--- src/rtl/sf_pkg.sv ---
package sf_pkg;
  localparam int WAYS = 4;

  typedef enum logic [1:0] {OP_READ = 2'd0, OP_RFO = 2'd1, OP_WB = 2'd2, OP_NOP = 2'd3} sf_op_e;
  typedef enum logic [1:0] {LS_INV = 2'd0, LS_SHR = 2'd1, LS_OWN = 2'd2, LS_MOD = 2'd3} sf_lstate_e;
  typedef enum logic [1:0] {GR_NONE = 2'd0, GR_SHR = 2'd1, GR_EXC = 2'd2} sf_grant_e;
  typedef enum logic [1:0] {SK_NONE = 2'd0, SK_INV = 2'd1, SK_FINV = 2'd2, SK_FSHR = 2'd3} sf_snp_e;

  // b[0]: 0 -> victim in ways 0/1, 1 -> ways 2/3; b[1], b[2] pick within each half
  function automatic logic [1:0] plru_pick(input logic [2:0] b);
    if (!b[0]) return b[1] ? 2'd1 : 2'd0;
    return b[2] ? 2'd3 : 2'd2;
  endfunction

  function automatic logic [2:0] plru_touch(input logic [2:0] b, input logic [1:0] w);
    logic [2:0] r;
    r = b;
    if (!w[1]) begin
      r[0] = 1'b1;
      r[1] = ~w[0];
    end else begin
      r[0] = 1'b0;
      r[2] = ~w[0];
    end
    return r;
  endfunction
endpackage

--- src/rtl/sf_tag_store.sv ---
module sf_tag_store
  import sf_pkg::*;
#(
  parameter int SETS = 16,
  parameter int PW   = 18
) (
  input  logic                           clk,
  input  logic                           rst,
  input  logic                           rd_en,
  input  logic [$clog2(SETS)-1:0]        rd_set,
  output logic [WAYS-1:0][1:0]           rd_st,
  output logic [WAYS-1:0][PW-1:0]        rd_pl,
  input  logic                           wr_en,
  input  logic [$clog2(SETS)-1:0]        wr_set,
  input  logic [1:0]                     wr_way,
  input  logic [1:0]                     wr_st,
  input  logic [PW-1:0]                  wr_pl
);
  // Line state lives in resettable flops; tag/owner/presence in RAM-style arrays.
  for (genvar w = 0; w < WAYS; w++) begin : g_way
    logic [PW-1:0] pl_mem [SETS];
    logic [1:0]    st_mem [SETS];
    logic [PW-1:0] pl_q;
    logic [1:0]    st_q;

    always_ff @(posedge clk) begin
      if (wr_en && wr_way == 2'(w)) pl_mem[wr_set] <= wr_pl;
      if (rd_en) pl_q <= pl_mem[rd_set];
    end

    always_ff @(posedge clk) begin
      if (rst) begin
        for (int s = 0; s < SETS; s++) st_mem[s] <= LS_INV;
        st_q <= LS_INV;
      end else begin
        if (wr_en && wr_way == 2'(w)) st_mem[wr_set] <= wr_st;
        if (rd_en) st_q <= st_mem[rd_set];
      end
    end

    assign rd_pl[w] = pl_q;
    assign rd_st[w] = st_q;
  end
endmodule

--- src/rtl/sf_plru.sv ---
module sf_plru
  import sf_pkg::*;
#(
  parameter int SETS = 16
) (
  input  logic                    clk,
  input  logic                    rst,
  input  logic                    rd_en,
  input  logic [$clog2(SETS)-1:0] rd_set,
  output logic [1:0]              victim,
  input  logic                    upd_en,
  input  logic [$clog2(SETS)-1:0] upd_set,
  input  logic [1:0]              upd_way
);
  logic [2:0] tree_q [SETS];
  logic [1:0] vic_q;

  always_ff @(posedge clk) begin
    if (rst) begin
      for (int s = 0; s < SETS; s++) tree_q[s] <= '0;
      vic_q <= '0;
    end else begin
      if (upd_en) tree_q[upd_set] <= plru_touch(tree_q[upd_set], upd_way);
      if (rd_en) vic_q <= plru_pick(tree_q[rd_set]);
    end
  end

  assign victim = vic_q;
endmodule

--- src/rtl/sf_dir.sv ---
module sf_dir
  import sf_pkg::*;
#(
  parameter int NC   = 4,
  parameter int SETS = 16,
  parameter int AW   = 16,
  localparam int CW  = (NC > 1) ? $clog2(NC) : 1
) (
  input  logic          clk,
  input  logic          rst,
  input  logic          req_valid,
  output logic          req_ready,
  input  logic [CW-1:0] req_core,
  input  logic [1:0]    req_op,
  input  logic [AW-1:0] req_addr,
  output logic          rsp_valid,
  output logic [CW-1:0] rsp_core,
  output logic          rsp_hit,
  output logic [1:0]    rsp_grant,
  output logic          snp_valid,
  output logic [NC-1:0] snp_mask,
  output logic [1:0]    snp_kind,
  output logic [AW-1:0] snp_addr,
  input  logic [NC-1:0] snp_ack
);
  localparam int SW = $clog2(SETS);
  localparam int TW = AW - SW;
  localparam int PW = TW + CW + NC;   // payload: {tag, owner, presence}

  typedef enum logic [1:0] {S_IDLE, S_LOOK, S_WAIT, S_FIN} fsm_e;
  fsm_e fsm_q;

  logic [CW-1:0] core_q;
  sf_op_e        op_q;
  logic [AW-1:0] addr_q;

  logic [WAYS-1:0][1:0]    way_st;
  logic [WAYS-1:0][PW-1:0] way_pl;
  logic [1:0]              plru_vic;

  // lookup outputs held until the finish cycle
  logic [1:0]    way_q;
  logic          wr_q, hit_q;
  logic [1:0]    gnt_q;
  logic [1:0]    nst_q;
  logic [PW-1:0] npl_q;
  logic [NC-1:0] mask_q, ack_q;

  logic rd_en;
  assign req_ready = (fsm_q == S_IDLE);
  assign rd_en     = req_valid && req_ready;

  sf_tag_store #(.SETS(SETS), .PW(PW)) u_tags (
    .clk(clk), .rst(rst),
    .rd_en(rd_en), .rd_set(req_addr[SW-1:0]), .rd_st(way_st), .rd_pl(way_pl),
    .wr_en(fsm_q == S_FIN && wr_q), .wr_set(addr_q[SW-1:0]), .wr_way(way_q),
    .wr_st(nst_q), .wr_pl(npl_q)
  );

  sf_plru #(.SETS(SETS)) u_plru (
    .clk(clk), .rst(rst),
    .rd_en(rd_en), .rd_set(req_addr[SW-1:0]), .victim(plru_vic),
    .upd_en(fsm_q == S_FIN && wr_q), .upd_set(addr_q[SW-1:0]), .upd_way(way_q)
  );

  // ---------------- lookup decision ----------------
  logic [SW-1:0] set_l;
  logic [TW-1:0] tag_l;
  logic          hit, free_any;
  logic [1:0]    hway, fway, sel;
  sf_lstate_e    c_st;
  logic [TW-1:0] c_tag;
  logic [CW-1:0] c_own;
  logic [NC-1:0] c_pres, cbit, obit;

  always_comb begin
    set_l    = addr_q[SW-1:0];
    tag_l    = addr_q[AW-1:SW];
    hit      = 1'b0;
    hway     = '0;
    free_any = 1'b0;
    fway     = '0;
    for (int w = WAYS - 1; w >= 0; w--) begin
      if (way_st[w] == LS_INV) begin
        free_any = 1'b1;
        fway     = 2'(w);
      end else if (way_pl[w][PW-1 -: TW] == tag_l) begin
        hit  = 1'b1;
        hway = 2'(w);
      end
    end
    sel    = hit ? hway : (free_any ? fway : plru_vic);
    c_st   = sf_lstate_e'(way_st[sel]);
    c_tag  = way_pl[sel][PW-1 -: TW];
    c_own  = way_pl[sel][NC +: CW];
    c_pres = way_pl[sel][NC-1:0];
    cbit   = NC'(1) << core_q;
    obit   = NC'(1) << c_own;
  end

  sf_lstate_e    n_st;
  logic [CW-1:0] n_own;
  logic [NC-1:0] n_pres, n_mask;
  sf_snp_e       n_kind;
  logic [AW-1:0] n_saddr;
  sf_grant_e     n_gnt;
  logic          n_wr;

  always_comb begin
    n_st    = c_st;
    n_own   = c_own;
    n_pres  = c_pres;
    n_mask  = '0;
    n_kind  = SK_NONE;
    n_saddr = addr_q;
    n_gnt   = GR_NONE;
    n_wr    = 1'b1;
    // victim recall ahead of reuse
    if (!hit && !free_any && (op_q == OP_READ || op_q == OP_RFO)) begin
      n_saddr = {c_tag, set_l};
      if (c_st == LS_SHR) begin
        n_mask = c_pres;
        n_kind = SK_INV;
      end else if (c_st == LS_OWN) begin
        n_mask = obit;
        n_kind = SK_FINV;
      end
    end
    case (op_q)
      OP_READ: begin
        n_gnt = GR_SHR;
        if (!hit) begin
          n_st   = LS_SHR;
          n_own  = core_q;
          n_pres = cbit;
        end else begin
          case (c_st)
            LS_SHR: n_pres = c_pres | cbit;
            LS_MOD: begin
              n_st   = LS_SHR;
              n_pres = cbit;
            end
            LS_OWN: begin
              if (c_own == core_q) n_gnt = GR_EXC;
              else begin
                n_mask = obit;
                n_kind = SK_FSHR;
                n_st   = LS_SHR;
                n_pres = obit | cbit;
              end
            end
            default: ;
          endcase
        end
      end
      OP_RFO: begin
        if (hit && c_st == LS_OWN && c_own != core_q) begin
          n_mask = obit;
          n_kind = SK_FINV;
        end else if (hit && c_st == LS_SHR) begin
          n_mask = c_pres & ~cbit;
          n_kind = (n_mask != '0) ? SK_INV : SK_NONE;
        end
        n_st   = LS_OWN;
        n_own  = core_q;
        n_pres = cbit;
        n_gnt  = GR_EXC;
      end
      OP_WB: begin
        if (hit && c_st == LS_OWN && c_own == core_q) begin
          n_st   = LS_MOD;
          n_pres = '0;
        end else n_wr = 1'b0;
      end
      default: n_wr = 1'b0;
    endcase
  end

  // ---------------- control ----------------
  always_ff @(posedge clk) begin
    if (rst) begin
      fsm_q     <= S_IDLE;
      core_q    <= '0;
      op_q      <= OP_READ;
      addr_q    <= '0;
      way_q     <= '0;
      wr_q      <= 1'b0;
      hit_q     <= 1'b0;
      gnt_q     <= '0;
      nst_q     <= '0;
      npl_q     <= '0;
      mask_q    <= '0;
      ack_q     <= '0;
      rsp_valid <= 1'b0;
      rsp_core  <= '0;
      rsp_hit   <= 1'b0;
      rsp_grant <= '0;
      snp_valid <= 1'b0;
      snp_mask  <= '0;
      snp_kind  <= '0;
      snp_addr  <= '0;
    end else begin
      rsp_valid <= 1'b0;
      snp_valid <= 1'b0;
      case (fsm_q)
        S_IDLE: if (rd_en) begin
          core_q <= req_core;
          op_q   <= sf_op_e'(req_op);
          addr_q <= req_addr;
          fsm_q  <= S_LOOK;
        end
        S_LOOK: begin
          way_q  <= sel;
          wr_q   <= n_wr;
          hit_q  <= hit;
          gnt_q  <= n_gnt;
          nst_q  <= n_st;
          npl_q  <= {tag_l, n_own, n_pres};
          mask_q <= n_mask;
          ack_q  <= '0;
          if (n_mask != '0) begin
            snp_valid <= 1'b1;
            snp_mask  <= n_mask;
            snp_kind  <= n_kind;
            snp_addr  <= n_saddr;
            fsm_q     <= S_WAIT;
          end else fsm_q <= S_FIN;
        end
        S_WAIT: begin
          ack_q <= ack_q | snp_ack;
          if (((ack_q | snp_ack) & mask_q) == mask_q) fsm_q <= S_FIN;
        end
        S_FIN: begin
          rsp_valid <= 1'b1;
          rsp_core  <= core_q;
          rsp_hit   <= hit_q;
          rsp_grant <= gnt_q;
          fsm_q     <= S_IDLE;
        end
        default: fsm_q <= S_IDLE;
      endcase
    end
  end
endmodule

--- config.mk ---
export PLATFORM = sky130hd
export DESIGN_NAME = sf_dir
export DESIGN_NICKNAME = d
export VERILOG_FILES = /design/src/rtl/sf_pkg.sv /design/src/rtl/sf_tag_store.sv /design/src/rtl/sf_plru.sv /design/src/rtl/sf_dir.sv
export SDC_FILE = /design/constraint.sdc
export NUM_CORES = 1
export LEC_CHECK = 0
export BUFFER_PORTS_ARGS = -buffer_cell sky130_fd_sc_hd__clkbuf_2
export CORE_MARGIN = 2
export CORE_UTILIZATION = 45
export CTS_CLUSTER_DIAMETER = 80
export CTS_CLUSTER_SIZE = 12
export DETAILED_ROUTE_END_ITERATION = 10
export GPL_TIMING_DRIVEN = 0
export PLACE_DENSITY = 0.7
export SETUP_SLACK_MARGIN = 0.1
export SKIP_LAST_GASP = 1
export SLEW_MARGIN = 10
export SYNTH_ARGS = -nofsm -noshare
export SYNTH_HDL_FRONTEND = slang
export SYNTH_SLANG_ARGS = --single-unit
--- constraint.sdc ---
create_clock -name clk -period 7 [get_ports clk]
set_input_delay 0 -clock clk [delete_from_list [all_inputs] [get_ports clk]]
set_output_delay 0 -clock clk [all_outputs]
set_load 0.02 [all_outputs]
==> reports/metrics.cfg, run 1 <==
[outcome]
status=completed

[floorplan]
die_y_um=369
fp.dieW_um=369
core_um2=132000
dieArea_um2=136000
io_pins=57
rows=133
initial_utilization_pct=45.4

[drt]
drc=0
dr.pass1.iters=7
wl_um=166000
ant_nets=0
detail_route.iter0.violations=4810
vias=32300
avgViaCountPerCell=6.22
post_drt_wl_per_cell_um=32.0

[clocking]
cts_tree=built
cts_sinks=1495
clockRootBuffer=clkbuf_16
h-tree-depth=4
clockBufferDepth=3
clock_latency_ns=0.79
cts_resized=0
clkTransAtPathRegs_ns=0.06
cts_buffers=143
cts_setup_buffers=0

[final_layout]
drive_gt1_share_pct=24.7
final_cell_mix=1400 x edfxtp_1, 410 x mux4_2, 187 x nor2_1, 169 x clkbuf_1, 146 x clkbuf_16
instances_no_fill=5191
layout_commonest_cell=edfxtp_1
fin_util_pct=51.2
final_area_um2=67500
nNetsFinal=3401
fillers=10400
area_growth_pct=12.8

[power]
power_frac_clock_pct=36.1
switching_share_pct=24.8
intPower_mw=14.7
ir_drop_v=0.000249
p_comb_share_pct=8.5
switchingPower_mw=4.84
power_mw=19.5
p_seq_share_pct=55.4
p_leak_nw=21.5
power_density_nw_per_um2=289

[sta]
setup_violations=0
timing.final.crit_period_ns=5.23
slew_headroom_pct=4.67
finalHoldViolCount=0
rsz0062_at_grt=false
worstMarginPinSlew_ns=1.42
finalCritPeriodShare_pct=74.7
drv_slew=0
fmax_mhz=191
tns_ns=0
skew_ns=0.0270

[synthesis]
synth_cell_type_count=62
synthFlopType=edfxtp_1
synthArstFlopShare_pct=0
syn_area_um2=59900
netlist_instances=3113
synth_fp_nets=3144
yosysTopAreaCell=edfxtp_1
synth-seq-cells=1495
synth.top_cell.area_share_pct=70.2
yosys_warnings=0
synth_seq_area_share_pct=73.4
syn_area_per_cell_um2=19.2
synth_edf_count=1400
synthTopCellsByArea=edfxtp_1 70%, mux4_2 15%, dfxtp_1 3.2%

[critical_path]
r2r_end=snp_addr[0]$_SDFFE_PP0P_
worstPathRequired_ns=7.64
crit_path_start=u_tags.g_way[2].pl_q[6]$_DFFE_PP_
end_kind=flip-flop
critPathMaxFanout=10
cp.arrival_ns=5.87
cp-start-kind=flip-flop
crit_type=reg -> reg
r2r_setup_slack_ns=1.77
r2r_cells=16
r2r-start=u_tags.g_way[2].pl_q[6]$_DFFE_PP_

[placement]
gp_congestion=0.996
post-place-cells=4950
hpwl_um=109000
dpl_cell_area_um2=63200
port_buffers=52

[grt]
antenna_found_initial=5
track_usage_pct=24.6
overflow=0
grt_pass1_wl_um=235000
grt_max_degree=66
first_global_vias=31400

[worst_hold_path]
holdPathEnd=core_q[1]$_SDFFE_PP0P_
worstHoldPathType=in -> reg
hold_depth=4
worstHoldStart=req_core[1]

[job]
cap_violations=0

per-stage QoR:
stage | hold slack (ns) | setup WS (ns)
2_1_floorplan | 0.136 | 3.21
3_3_place_gp | 0.236 | 0.991
3_5_place_dp | 0.240 | 1.99
4_1_cts | 0.00968 | 1.95
5_1_grt | 0.0807 | 1.64
6_report | 0.0628 | 1.77
cells by family after synthesis:
family / count (synthesis) / share of synthesized area (%)
compound gates: 197 / 2.24
xor+xnor: 52 / 0.761
flops: 1495 / 73.4
simple gates: 640 / 5.15
buf+inv: 247 / 1.72
fa+ha+maj: 4 / 0.0836
mux: 478 / 16.6
power by group through the flow:
stage	Combinational [mW]	Clock, mW	Sequential, mW
global placement	1.54	0	11.0
detailed placement	1.60	0	11.0
floorplan	1.05	0	10.6
CTS	1.62	7.12	10.8
finish	1.66	7.05	10.8
global route	1.74	7.46	10.8
repair_timing:
| action | in CTS | in global routing |
|---|---|---|
| hold buffers | 29 | 0 |
| hold endpoints to repair | 26 | 0 |
| setup endpoints to repair | 0 | 0 |
worst max path at each step:
| stage | end | slack, ns | depth (start not counted) |
|---|---|---|---|
| after floorplan | snp_addr[0]$_SDFFE_PP0P_ | 3.21 | 19 |
| after global placement | u_tags.g_way[1].st_q[0]$_SDFFE_PP0P_ | 0.99 | 7 |
| after detailed placement | snp_addr[3]$_SDFFE_PP0P_ | 1.99 | 17 |
| after CTS | snp_addr[0]$_SDFFE_PP0P_ | 1.95 | 17 |
| after global routing | snp_addr[1]$_SDFFE_PP0P_ | 1.64 | 17 |
| final | snp_addr[0]$_SDFFE_PP0P_ | 1.77 | 16 |
layer usage:
metal | global-route usage, % | share of wire (%) | up-vias | routed length (um)
met5 | 0 | 0 | - | 0
met4 | 11.5 | 5.0 | 0 | 8380
met3 | 5.55 | 11 | 326 | 17900
met2 | 36.5 | 45 | 2084 | 74800
met1 | 34.8 | 39 | 16900 | 64900
li1 | - | - | 13000 | -
final cells by class:
| cell class | instances | area (um2) | area share [%] |
|---|---|---|---|
| diodes | 1 | 2.50 | 0.00371 |
| plain buffers | 205 | 888 | 1.32 |
| clock buffers | 196 | 3840 | 5.70 |
| clock inverters | 14 | 163 | 0.241 |
| inverters | 42 | 158 | 0.234 |
| multi-input cells | 1371 | 15100 | 22.4 |
| flip-flops and latches | 1495 | 44000 | 65.2 |
| well taps | 1755 | 2200 | 3.25 |
| repair buffers | 112 | 1150 | 1.70 |
sequential cells by signal (all words and copies together), names as in the netlist, 4 cells and up:
name,count
u_tags.g_way.st_q,8
u_tags.g_way.pl_q,72
u_plru.tree_q,48
npl_q,18
snp_addr,16
u_tags.g_way.pl_mem,1152
addr_q,16
snp_mask,4
u_tags.g_way.st_mem,128
ack_q,4
mask_q,4
worst max-delay path, stage by stage (launching register included):
cell      delay, ns
edfxtp_1       0.53
xor2_1         0.20
nor4_1         0.29
o211ai_1       0.13
nor3_1         0.58
o311a_1        0.28
buf_6          0.18
mux2i_1        0.78
mux2i_4        0.29
xnor2_1        0.42
o211ai_1       0.19
a221oi_2       0.36
o41a_1         0.22
buf_6          0.16
buf_6          0.22
mux2i_1        0.21
nor2_1         0.05
cells in the mapped netlist (3+ instances only):
cell type / count
edfxtp_1: 1400
mux4_2: 410
nor2_1: 226
nand2_1: 124
clkbuf_1: 122
dfxtp_1: 95
a21oi_1: 73
mux2i_1: 61
or2_2: 61
buf_1: 55
nand2b_1: 54
nor3_1: 54
inv_1: 41
xnor2_1: 32
a211oi_1: 31
and2_1: 31
nor2b_1: 25
xor2_1: 20
o21ai_0: 19
buf_2: 15
nand3_1: 15
nor4_1: 14
a211oi_2: 12
a31o_2: 12
nand4_1: 11
buf_6: 10
o22ai_1: 9
nor3b_1: 7
o211ai_1: 7
o21bai_1: 7
a21o_1: 5
a311oi_1: 4
and3_1: 4
ha_1: 4
a31oi_1: 3
mux2i_4: 3
or3_1: 3
No activity file was read; power rests on OpenSTA's default activity.
==> inputs of run 2 (changes only) <==
clock period = 5.1 ns   (was 7 ns; I/O delays follow)
==> reports/metrics.cfg, run 2 (synthesized netlist as in run 1, its figures left out) <==
[final_layout]
drive_gt1_share_pct=24.9  ; +0.20 points
multi_input_area_um2=15200  ; +0.29%
area_growth_pct=12.9  ; about the same
layout_commonest_cell=edfxtp_1
nNetsFinal=3402  ; +0.029%
largest_register_ffs=1152  ; unchanged
regMostFlops=u_tags.g_way.pl_mem
regArea_um2=44000  ; unchanged
fillers=10400  ; -0.096%
final_cell_mix=1400 x edfxtp_1, 410 x mux4_2, 186 x nor2_1, 169 x clkbuf_1, 146 x clkbuf_16
largestRegisters=u_tags.g_way.pl_mem: 1152 flops, u_tags.g_way.st_mem: 128 flops, u_tags.g_way.pl_q: 72 flops

[worst_hold_path]
worstHoldPathType=in -> reg

[sta]
fmax_mhz=214  ; +12%
setup_violations=0  ; unchanged
drv_slew=6  ; +6
skew_ns=0.0282  ; +0.00127 ns
finalHoldViolCount=0  ; unchanged
tns_ns=0  ; unchanged
worstMarginPinSlew_ns=1.56  ; +0.138 ns
rsz0062_at_grt=false
timing.final.crit_period_ns=4.67  ; -0.560 ns
whs_ns=0.0561  ; -0.00667 ns
finalCritPeriodShare_pct=91.6  ; +17 points
slew_headroom_pct=-4.62  ; -9.3 points

[drt]
vias=32300  ; -0.090%
avgViaCountPerCell=6.22  ; -0.11%
detail_route.iter0.violations=4799  ; -0.23%
ant_nets=0  ; unchanged
dr.pass1.iters=8  ; +1
drc=0  ; unchanged
post_drt_wl_per_cell_um=32.0  ; about the same
wl_um=166000  ; about the same

[critical_path]
r2r_setup_slack_ns=0.43  ; -1.34 ns
critPathMaxStageDelay_ns=0.54  ; -0.24 ns
cp.arrival_ns=5.29  ; -0.58 ns
worstPathRequired_ns=5.72  ; -1.92 ns
crit_type=reg -> reg
timing.critical_path.mode_cell=buf_6
cp-start-kind=flip-flop
critPathSlowestCell=edfxtp_1
critPathMaxFanout=10  ; unchanged
end_kind=flip-flop
path_cells=xor2_1, nor4_1, nand4_1, nor4_2, o311a_1, buf_6, buf_6, o22ai_1, mux2i_2, nor2b_4, nor2b_1, a221oi_2, o41a_1, buf_6, buf_6, nor2_1, a211oi_2

[floorplan]
rows=133  ; unchanged
core_um2=132000  ; unchanged
dieArea_um2=136000  ; unchanged
initial_utilization_pct=45.4  ; unchanged
fp.dieW_um=369  ; unchanged
io_pins=57  ; unchanged
die_y_um=369  ; unchanged

[placement]
hpwl_um=109000  ; unchanged
gp_congestion=0.996  ; unchanged
port_buffers=52  ; unchanged

[job]
cap_violations=1  ; +1

[grt]
track_usage_pct=24.6  ; about the same
first_global_vias=31400  ; +0.076%
grt_pass1_wl_um=235000  ; about the same
grt_max_degree=66  ; unchanged
overflow=0  ; unchanged
antenna_found_initial=5  ; unchanged

[clocking]
h-tree-depth=4  ; unchanged
cts_tree=built
clockRootBuffer=clkbuf_16
clkTransAtPathRegs_ns=0.06  ; about the same
cts_buffers=143  ; unchanged
clockBufferDepth=3  ; unchanged
cts_sinks=1495  ; unchanged
clock_latency_ns=0.78  ; about the same

[power]
ir_drop_v=0.000355  ; +43%
p_leak_nw=21.6  ; about the same
power_mw=26.8  ; +37%
power_density_nw_per_um2=397  ; +37%

[outcome]
violations=max-capacitance violations, max-slew violations
status=complete, but fails checks

==> run 2: worst max-delay path, delay by kind of cell, from the launching register on <==
| family | cells | cell delay [ns] |
|---|---|---|
| and+or+nand+nor | 6 | 1.60 |
| DFF | 1 | 0.54 |
| AOI/OAI and AO/OA | 5 | 0.96 |
| muxes | 1 | 0.48 |
| buffers and inverters | 4 | 0.70 |
| xor gates and xnor gates | 1 | 0.21 |
==> run 2: final cells by class <==
type | count | area share [%]
Inverter | 42 | 0.233
Timing Repair Buffer | 113 | 1.70
Clock inverter | 14 | 0.241
Clock buffer | 196 | 5.69
Multi-Input combinational cell | 1371 | 22.4
Tap cell | 1755 | 3.25
Sequential cell | 1495 | 65.1
Antenna cell | 1 | 0.00370
Buffer | 205 | 1.32
==> run 2: layer usage <==
metal / global-route usage [%] / wire length [um] / up-vias
met4: 11.5 / 8290 / 0
met3: 5.34 / 17400 / 315
met2: 36.5 / 75100 / 1967
met5: 0 / 0 / -
met1: 34.9 / 65300 / 17000
li1: - / - / 13000
==> run 2: worst paths after layout <==
kind | depth (start not counted) | from | to
max | 17 | u_tags.g_way[3].pl_q[10]$_DFFE_PP_ | snp_addr[7]$_SDFFE_PP0P_
min | 4 | req_core[1] | core_q[1]$_SDFFE_PP0P_
max reg2reg | 17 | u_tags.g_way[3].pl_q[10]$_DFFE_PP_ | snp_addr[7]$_SDFFE_PP0P_
min reg2reg | 2 | snp_kind[1]$_SDFFE_PP0P_ | snp_kind[1]$_SDFFE_PP0P_
==> run 2: stage by stage <==
stage / util, % / setup slack [ns] / instance area (um2) / cells
floorplan: - / 1.31 / 59900 / 3113
global placement: 47.3 / -0.909 / 62300 / 4920
detailed placement: 47.9 / 0.0903 / 63200 / 4950
CTS: 51.2 / 0.252 / 67500 / 5189
global route: 51.3 / 0.112 / 67600 / 5191
finish: 51.3 / 0.430 / 67600 / 5192
==> run 2: report_power, final <==
part | internal, mW | switching (mW)
sequential | 14.0 | 0.786
clock | 5.24 | 4.44
combinational | 0.854 | 1.43
total | 20.1 | 6.66
==> run 2: repair_timing <==
item                                    4_1_cts  5_1_grt
endpoints found under the setup margin        5       17
gates resized for setup                       2        6
endpoints found under the hold margin        26        0
setup buffers                                 0        2
hold buffers                                 29        0
